$ cat config.mk
export PLATFORM = sky130hd
export DESIGN_NAME = lutaddr_gen
export DESIGN_NICKNAME = d
export VERILOG_FILES = /design/src/rtl/lutaddr_pkg.sv /design/src/rtl/lutaddr_env_stage.sv /design/src/rtl/lutaddr_quant_stage.sv /design/src/rtl/lutaddr_assemble.sv /design/src/rtl/lutaddr_gen.sv
export SDC_FILE = /design/constraint.sdc
export NUM_CORES = 2
export LEC_CHECK = 0
export ABC_AREA = 1
export BUFFER_PORTS_ARGS = -buffer_cell sky130_fd_sc_hd__clkbuf_2
export CAP_MARGIN = 20
export CORE_MARGIN = 2
export CORE_UTILIZATION = 30
export CTS_CLUSTER_DIAMETER = 200
export DETAILED_ROUTE_END_ITERATION = 10
export SLEW_MARGIN = 0
export SYNTH_ARGS = -nofsm -noshare
export SYNTH_HDL_FRONTEND = slang
export SYNTH_SLANG_ARGS = --single-unit
export TNS_END_PERCENT = 50
$ cat constraint.sdc
create_clock -name clk -period 18.85 [get_ports clk]
set_clock_uncertainty 0.05 [all_clocks]
set_input_delay 3.77 -clock clk [delete_from_list [all_inputs] [get_ports clk]]
set_output_delay 3.77 -clock clk [all_outputs]
set_load 0.01 [all_outputs]
$ cat src/rtl/lutaddr_pkg.sv
package lutaddr_pkg;
  typedef enum logic {
    MODE_1D = 1'b0,
    MODE_2D = 1'b1
  } addr_mode_e;

  localparam int unsigned PIPE_LAT = 4;
endpackage

$ cat src/rtl/lutaddr_env_stage.sv
module lutaddr_env_stage #(
  parameter int IQ_W = 16,
  localparam int PW  = 2 * IQ_W
) (
  input  logic                   clk,
  input  logic                   rst_n,
  input  logic                   v_i,
  input  logic signed [IQ_W-1:0] i_i,
  input  logic signed [IQ_W-1:0] q_i,
  output logic                   v_o,
  output logic [PW-1:0]          pow_o
);
  logic signed [PW-1:0] ie, qe;
  logic [PW-1:0] sq_i, sq_q, pow_nxt;

  always_comb begin
    ie      = PW'(i_i);
    qe      = PW'(q_i);
    sq_i    = ie * ie;
    sq_q    = qe * qe;
    pow_nxt = sq_i + sq_q;
  end

  always_ff @(posedge clk or negedge rst_n) begin
    if (!rst_n) begin
      v_o   <= 1'b0;
      pow_o <= '0;
    end else begin
      v_o <= v_i;
      if (v_i) pow_o <= pow_nxt;
    end
  end

  // envelope never exceeds 2 * (2^(IQ_W-1))^2
  assert_env_range_R1: assert property (@(posedge clk) disable iff (!rst_n)
    v_o |-> (pow_o <= (PW'(1) << (PW-1))));
endmodule

$ cat src/rtl/lutaddr_quant_stage.sv
module lutaddr_quant_stage #(
  parameter int PW        = 32,
  parameter int GAIN_W    = 16,
  parameter int GAIN_FRAC = 8,
  parameter int IDX_W     = 6,
  parameter int IDX_LSB   = 16,
  localparam int PROD_W   = PW + GAIN_W,
  localparam int SH       = GAIN_FRAC + IDX_LSB,
  localparam int IDX_MAX  = (1 << IDX_W) - 1
) (
  input  logic              clk,
  input  logic              rst_n,
  input  logic              v_i,
  input  logic [PW-1:0]     pow_i,
  input  logic [GAIN_W-1:0] gain_i,
  input  logic [PW-1:0]     thr_i,
  output logic              v_o,
  output logic [IDX_W-1:0]  idx_o
);
  logic [PROD_W-1:0] prod, lvl;
  logic [IDX_W-1:0]  idx_nxt;

  always_comb begin
    prod = PROD_W'(pow_i) * PROD_W'(gain_i);
    lvl  = prod >> SH;
    if (pow_i < thr_i)
      idx_nxt = '0;
    else if (lvl > PROD_W'(IDX_MAX))
      idx_nxt = IDX_W'(IDX_MAX);
    else
      idx_nxt = lvl[IDX_W-1:0];
  end

  always_ff @(posedge clk or negedge rst_n) begin
    if (!rst_n) begin
      v_o   <= 1'b0;
      idx_o <= '0;
    end else begin
      v_o <= v_i;
      if (v_i) idx_o <= idx_nxt;
    end
  end

  assert_below_thr_R4: assert property (@(posedge clk) disable iff (!rst_n)
    (v_i && pow_i < thr_i) |=> (idx_o == '0));

  assert_no_wrap_R3: assert property (@(posedge clk) disable iff (!rst_n)
    (v_i && pow_i >= thr_i && (prod >> SH) > PROD_W'(IDX_MAX)) |=> (idx_o == IDX_W'(IDX_MAX)));
endmodule

$ cat src/rtl/lutaddr_assemble.sv
module lutaddr_assemble #(
  parameter int IDX_W    = 6,
  localparam int ADDR_W  = 2 * IDX_W
) (
  input  logic                     clk,
  input  logic                     rst_n,
  input  logic                     v_i,
  input  logic [IDX_W-1:0]         idx_i,
  input  lutaddr_pkg::addr_mode_e  mode_i,
  output logic                     v_o,
  output logic [ADDR_W-1:0]        addr_o
);
  import lutaddr_pkg::*;

  logic [IDX_W-1:0]  hist_q, cur_q, prev_q;
  logic              v3_q;
  logic [ADDR_W-1:0] addr_nxt;

  // stage 3: history tap
  always_ff @(posedge clk or negedge rst_n) begin
    if (!rst_n) begin
      hist_q <= '0;
      cur_q  <= '0;
      prev_q <= '0;
      v3_q   <= 1'b0;
    end else begin
      v3_q <= v_i;
      if (v_i) begin
        cur_q  <= idx_i;
        prev_q <= hist_q;
        hist_q <= idx_i;
      end
    end
  end

  // cur + 2^IDX_W * prev is a plain concatenation
  always_comb begin
    if (mode_i == MODE_2D) addr_nxt = {prev_q, cur_q};
    else                   addr_nxt = {{IDX_W{1'b0}}, cur_q};
  end

  // stage 4: address register
  always_ff @(posedge clk or negedge rst_n) begin
    if (!rst_n) begin
      v_o    <= 1'b0;
      addr_o <= '0;
    end else begin
      v_o <= v3_q;
      if (v3_q) addr_o <= addr_nxt;
    end
  end

  assert_hist_adv_R6: assert property (@(posedge clk) disable iff (!rst_n)
    v_i |=> (hist_q == $past(idx_i)));

  assert_hist_hold_R6: assert property (@(posedge clk) disable iff (!rst_n)
    !v_i |=> $stable(hist_q));

  assert_upper_zero_R7: assert property (@(posedge clk) disable iff (!rst_n)
    (v_o && mode_i == MODE_1D) |-> (addr_o[ADDR_W-1:IDX_W] == '0));
endmodule

$ cat src/rtl/lutaddr_gen.sv
module lutaddr_gen #(
  parameter int IQ_W      = 16,
  parameter int IDX_W     = 6,
  parameter int GAIN_W    = 16,
  parameter int GAIN_FRAC = 8,
  parameter int IDX_LSB   = 16,
  localparam int PW       = 2 * IQ_W,
  localparam int ADDR_W   = 2 * IDX_W,
  localparam int LAT      = lutaddr_pkg::PIPE_LAT
) (
  input  logic                   clk,
  input  logic                   rst_n,
  input  logic                   in_valid,
  input  logic signed [IQ_W-1:0] in_i,
  input  logic signed [IQ_W-1:0] in_q,
  input  logic [GAIN_W-1:0]      cfg_gain,
  input  logic [PW-1:0]          cfg_thresh,
  input  logic                   cfg_mode,
  output logic                   out_valid,
  output logic [ADDR_W-1:0]      out_addr,
  output logic signed [IQ_W-1:0] out_i,
  output logic signed [IQ_W-1:0] out_q
);
  import lutaddr_pkg::*;

  // configuration copy, loaded only when nothing is in flight
  logic [GAIN_W-1:0] gain_q;
  logic [PW-1:0]     thr_q;
  addr_mode_e        mode_q;
  logic              busy;

  logic [LAT-1:0]    vq;
  logic [IQ_W-1:0]   di [LAT];
  logic [IQ_W-1:0]   dq [LAT];

  always_comb busy = in_valid | vq[0] | vq[1] | vq[2];

  always_ff @(posedge clk or negedge rst_n) begin
    if (!rst_n) begin
      gain_q <= '0;
      thr_q  <= '0;
      mode_q <= MODE_1D;
    end else if (!busy) begin
      gain_q <= cfg_gain;
      thr_q  <= cfg_thresh;
      mode_q <= addr_mode_e'(cfg_mode);
    end
  end

  // I/Q alignment delay
  always_ff @(posedge clk or negedge rst_n) begin
    if (!rst_n) vq <= '0;
    else        vq <= {vq[LAT-2:0], in_valid};
  end

  generate
    for (genvar k = 0; k < LAT; k++) begin : g_iq_dly
      logic           en;
      logic [IQ_W-1:0] src_i, src_q;
      if (k == 0) begin : g_head
        always_comb begin
          en    = in_valid;
          src_i = in_i;
          src_q = in_q;
        end
      end else begin : g_body
        always_comb begin
          en    = vq[k-1];
          src_i = di[k-1];
          src_q = dq[k-1];
        end
      end
      always_ff @(posedge clk or negedge rst_n) begin
        if (!rst_n) begin
          di[k] <= '0;
          dq[k] <= '0;
        end else if (en) begin
          di[k] <= src_i;
          dq[k] <= src_q;
        end
      end
    end
  endgenerate

  logic              v1, v2;
  logic [PW-1:0]     pow1;
  logic [IDX_W-1:0]  idx2;

  lutaddr_env_stage #(.IQ_W(IQ_W)) u_env (
    .clk, .rst_n, .v_i(in_valid), .i_i(in_i), .q_i(in_q),
    .v_o(v1), .pow_o(pow1)
  );

  lutaddr_quant_stage #(
    .PW(PW), .GAIN_W(GAIN_W), .GAIN_FRAC(GAIN_FRAC),
    .IDX_W(IDX_W), .IDX_LSB(IDX_LSB)
  ) u_quant (
    .clk, .rst_n, .v_i(v1), .pow_i(pow1), .gain_i(gain_q), .thr_i(thr_q),
    .v_o(v2), .idx_o(idx2)
  );

  lutaddr_assemble #(.IDX_W(IDX_W)) u_asm (
    .clk, .rst_n, .v_i(v2), .idx_i(idx2), .mode_i(mode_q),
    .v_o(out_valid), .addr_o(out_addr)
  );

  always_comb begin
    out_i = di[LAT-1];
    out_q = dq[LAT-1];
  end

  // cycles since reset, saturating at the latency
  logic [2:0] cyc_q;
  always_ff @(posedge clk or negedge rst_n) begin
    if (!rst_n)            cyc_q <= '0;
    else if (cyc_q != 3'd4) cyc_q <= cyc_q + 3'd1;
  end

  assert_latency_R8: assert property (@(posedge clk) disable iff (!rst_n)
    (cyc_q == 3'd4) |-> (out_valid == $past(in_valid, 4)));

  assert_align_R9: assert property (@(posedge clk) disable iff (!rst_n)
    out_valid == vq[LAT-1]);

  assert_cfg_hold_R11: assert property (@(posedge clk) disable iff (!rst_n)
    busy |=> ($stable(gain_q) && $stable(thr_q) && $stable(mode_q)));
endmodule

==> out/metrics.yaml <==
place_congestion: 0.930
netlist_area_um2: 44500
cts-resized-gates: 0
hp-class: "flip-flop to flip-flop"
cpMostUsedCell: "fa_1"
synth_edf_count: 0
diodes: 0
crit_required_ns: 19.26
clk_path_buf_depth: 3
via_per_inst: 4.47
drv_cap: 0
root_buffer: "clkbuf_16"
io_buffer_count: 128
yosys.area.top_type_share_pct: 42.3
dr_wl_met3_um: 7070
cts.htree.levels: 1
cpPeakStageDelay_ns: 0.74
totalWireLength_um: 121000
rsz0062_at_grt: "no"
via_count: 32600
worst_setup_path_start_kind: "input port"
clk_pin_slew_ns: 0.06
hpwl_um: 99900
synth_area_leaders: "fa_1, dfrtp_1, inv_1, nand2_1, ha_1"
postLayoutCoreUtil_pct: 32.6
grt_overflow: 0
r2r_start: "u_env.pow_o[8]"
grt_antenna_before_repair: 4
synthCells: 5388
status: "finished clean"
ys.flop_type: "dfrtp_1"
clock_latency_ns: 0.61
ys_async_sr_fraction_pct: 100
synth.ff_latch_count: 243
met1Wirelength_um: 56400
met2_length_um: 55000
rr_worst_depth: 24
setup_viol: 0
grt_max_degree: 90
min_path_cells: 2
synth_top_cell_by_area: "fa_1"
cts_setup_buffers: 0
track_usage_pct: 16.6
yosysSeqAreaShare_pct: 13.7
critPathKind: "input port to flip-flop"
dr.max_layer_used: "met5"
hold_start: "g_iq_dly[2].src_q[10]"
slew_violations: 0
worstPathArrival_ns: 11.09
drc: 0
cp_max_fo: 19
dieArea_um2: 151000
fp.dieW_um: 389
std_cell_rows: 141
period_share_pct: 56.7
cts_buffers: 28
die_h_um: 389
core_um2: 147000
holdBufCountCts: 0
layout-drive-gt1-share_pct: 5.19
cts_tree: "built"
clock_sinks: 243
r2r_slack_ns: 11.68
r2r_end: "u_quant.idx_o[2]"
firstDrtPassIters: 5
wl_per_cell_um: 16.6
grt_pass1_vias: 35400
ant_nets: 0
postSynthAreaPerCell_um2: 8.26
fin_nets: 6670
drt_iter0_markers: 1970
relSlewSlack_pct: 22.2
crit_slowest_cell: "fa_1"
pin_count: 129
period_minus_slack_ns: 10.68
syn_to_final_growth_pct: 7.94
fillerInstances: 15500
syn_nets: 6703
yosysWarnings: 0
hold_violations: 0
path_cells: "clkbuf_2 -> nand2_1 -> fa_1 -> inv_1 -> fa_1 -> inv_1 -> fa_1 -> fa_1 -> fa_1 -> fa_1 -> fa_1 -> inv_1 -> fa_1 -> ha_1 -> a21oi_1 -> o21ai_0 -> a21oi_1 -> o21ai_1 -> a21oi_1 -> o21bai_1 -> nand2_1 -> nand2_1 -> xor2_1 -> o21ai_1"
clock.fmax_ghz: 0.0936
worst_slew_pin_slew_ns: 1.17
grt_pass1_wl_um: 198000
holdPathEnd: "g_iq_dly[2].src_q[10]"
tns_ns: 0
yosys.cell_types.count: 43
endpoint_kind: "flip-flop"
start_util_pct: 30.2
[final cells by class]
type,count,area [um^2],area share (%)
Clock buffer,34,773,1.61
Sequential cell,243,6080,12.7
Clock inverter,15,189,0.393
Multi-Input combinational cell,3319,31600,65.8
Tap cell,1930,2410,5.03
Timing Repair Buffer,175,1020,2.13
Inverter,1588,5960,12.4
[synth_stat cells, drive strengths merged, types with 2 or more instances]
cell type / n
nand2: 1358
a21oi: 164
o22ai: 6
o31ai: 2
a21boi: 2
nor3: 17
nor2: 187
nand4: 23
nor4: 3
mux2: 18
nand3: 59
xor2: 28
clkbuf: 230
a21o: 6
o21ai: 120
o211ai: 2
and2: 5
o21a: 4
or2: 14
inv: 1586
o21bai: 17
fa: 940
ha: 291
a31oi: 11
clkinv: 2
dfrtp: 243
xnor2: 31
buf: 8
a211oi: 3
nand3b: 3
[cells in the final DEF (no fill, tap or decap), drive strengths merged, types with 48 or more instances in the layout]
master  instances
inv          1589
nand2        1358
fa            940
ha            291
dfrtp         243
nor2          187
a21oi         164
clkbuf        161
o21ai         120
nand3          59
buf            48
[through the flow]
| stage | instance area [um^2] | hold WS (ns) | instances | setup WS, ns |
|---|---|---|---|---|
| 2_1_floorplan | 44500 | 0.302 | 5388 | 8.55 |
| 3_3_place_gp | 47000 | 0.405 | 7254 | 7.62 |
| 3_5_place_dp | 47100 | 0.409 | 7255 | 7.57 |
| 4_1_cts | 48000 | 0.424 | 7304 | 8.22 |
| 5_1_grt | 48000 | 0.440 | 7304 | 7.72 |
| 6_report | 48000 | 0.420 | 7304 | 8.17 |
[routing by layer]
metal  GRT usage, %  up-vias
li1               -    15200
met3           1.94      128
met1           23.8    16500
met2           26.7      871
met4           3.60        2
met5              0        -
[flip-flops by register name, summed over array words and instances, names as in the netlist]
name	count
gain_q	16
g_iq_dly.src_i	48
out_i	16
u_asm.cur_q	6
out_q	16
u_asm.addr_o	12
mode_q	1
u_asm.v_o	1
g_iq_dly.src_q	48
u_env.pow_o	32
u_asm.prev_q	6
u_quant.idx_o	6
thr_q	32
vq	3
[critical path, delay by kind of cell]
family / cells / cell delay [ns]
buf+inv: 4 / 0.59
simple gates: 3 / 0.80
xor+xnor: 1 / 0.15
fa+ha+maj: 9 / 4.53
compound gates: 7 / 1.22
[how the worst max path moves through the flow]
stage | slack, ns | endpoint | from | cells past startpoint
6_report | 8.17 | u_env.pow_o[28] | in_q[0] | 24
5_1_grt | 7.72 | u_env.pow_o[28] | in_q[0] | 24
4_1_cts | 8.22 | u_env.pow_o[28] | in_q[0] | 24
3_5_place_dp | 7.57 | u_env.pow_o[28] | in_q[0] | 24
3_3_place_gp | 7.62 | u_env.pow_o[28] | in_q[0] | 24
2_1_floorplan | 8.55 | u_env.pow_o[31] | in_i[2] | 25
[logic make-up (layout without fill, tap and decap cells)]
| group | count (synthesis) | in the layout | synth area share, % |
|---|---|---|---|
| buffers and inverters | 1826 | 1812 | 15.4 |
| AND/OR/NAND/NOR | 1671 | 1671 | 14.7 |
| AO/OA/AOI/OAI | 339 | 339 | 4.09 |
| flip-flops | 243 | 243 | 13.7 |
| adder cells (fa/ha/maj) | 1231 | 1231 | 50.5 |
| XOR/XNOR | 59 | 59 | 1.16 |
| other | 1 | 1 | 0.00843 |
| multiplexers | 18 | 18 | 0.456 |
Power is not shown: default switching activity piles up to over one toggle a cycle in this logic, so the estimate is an artifact.
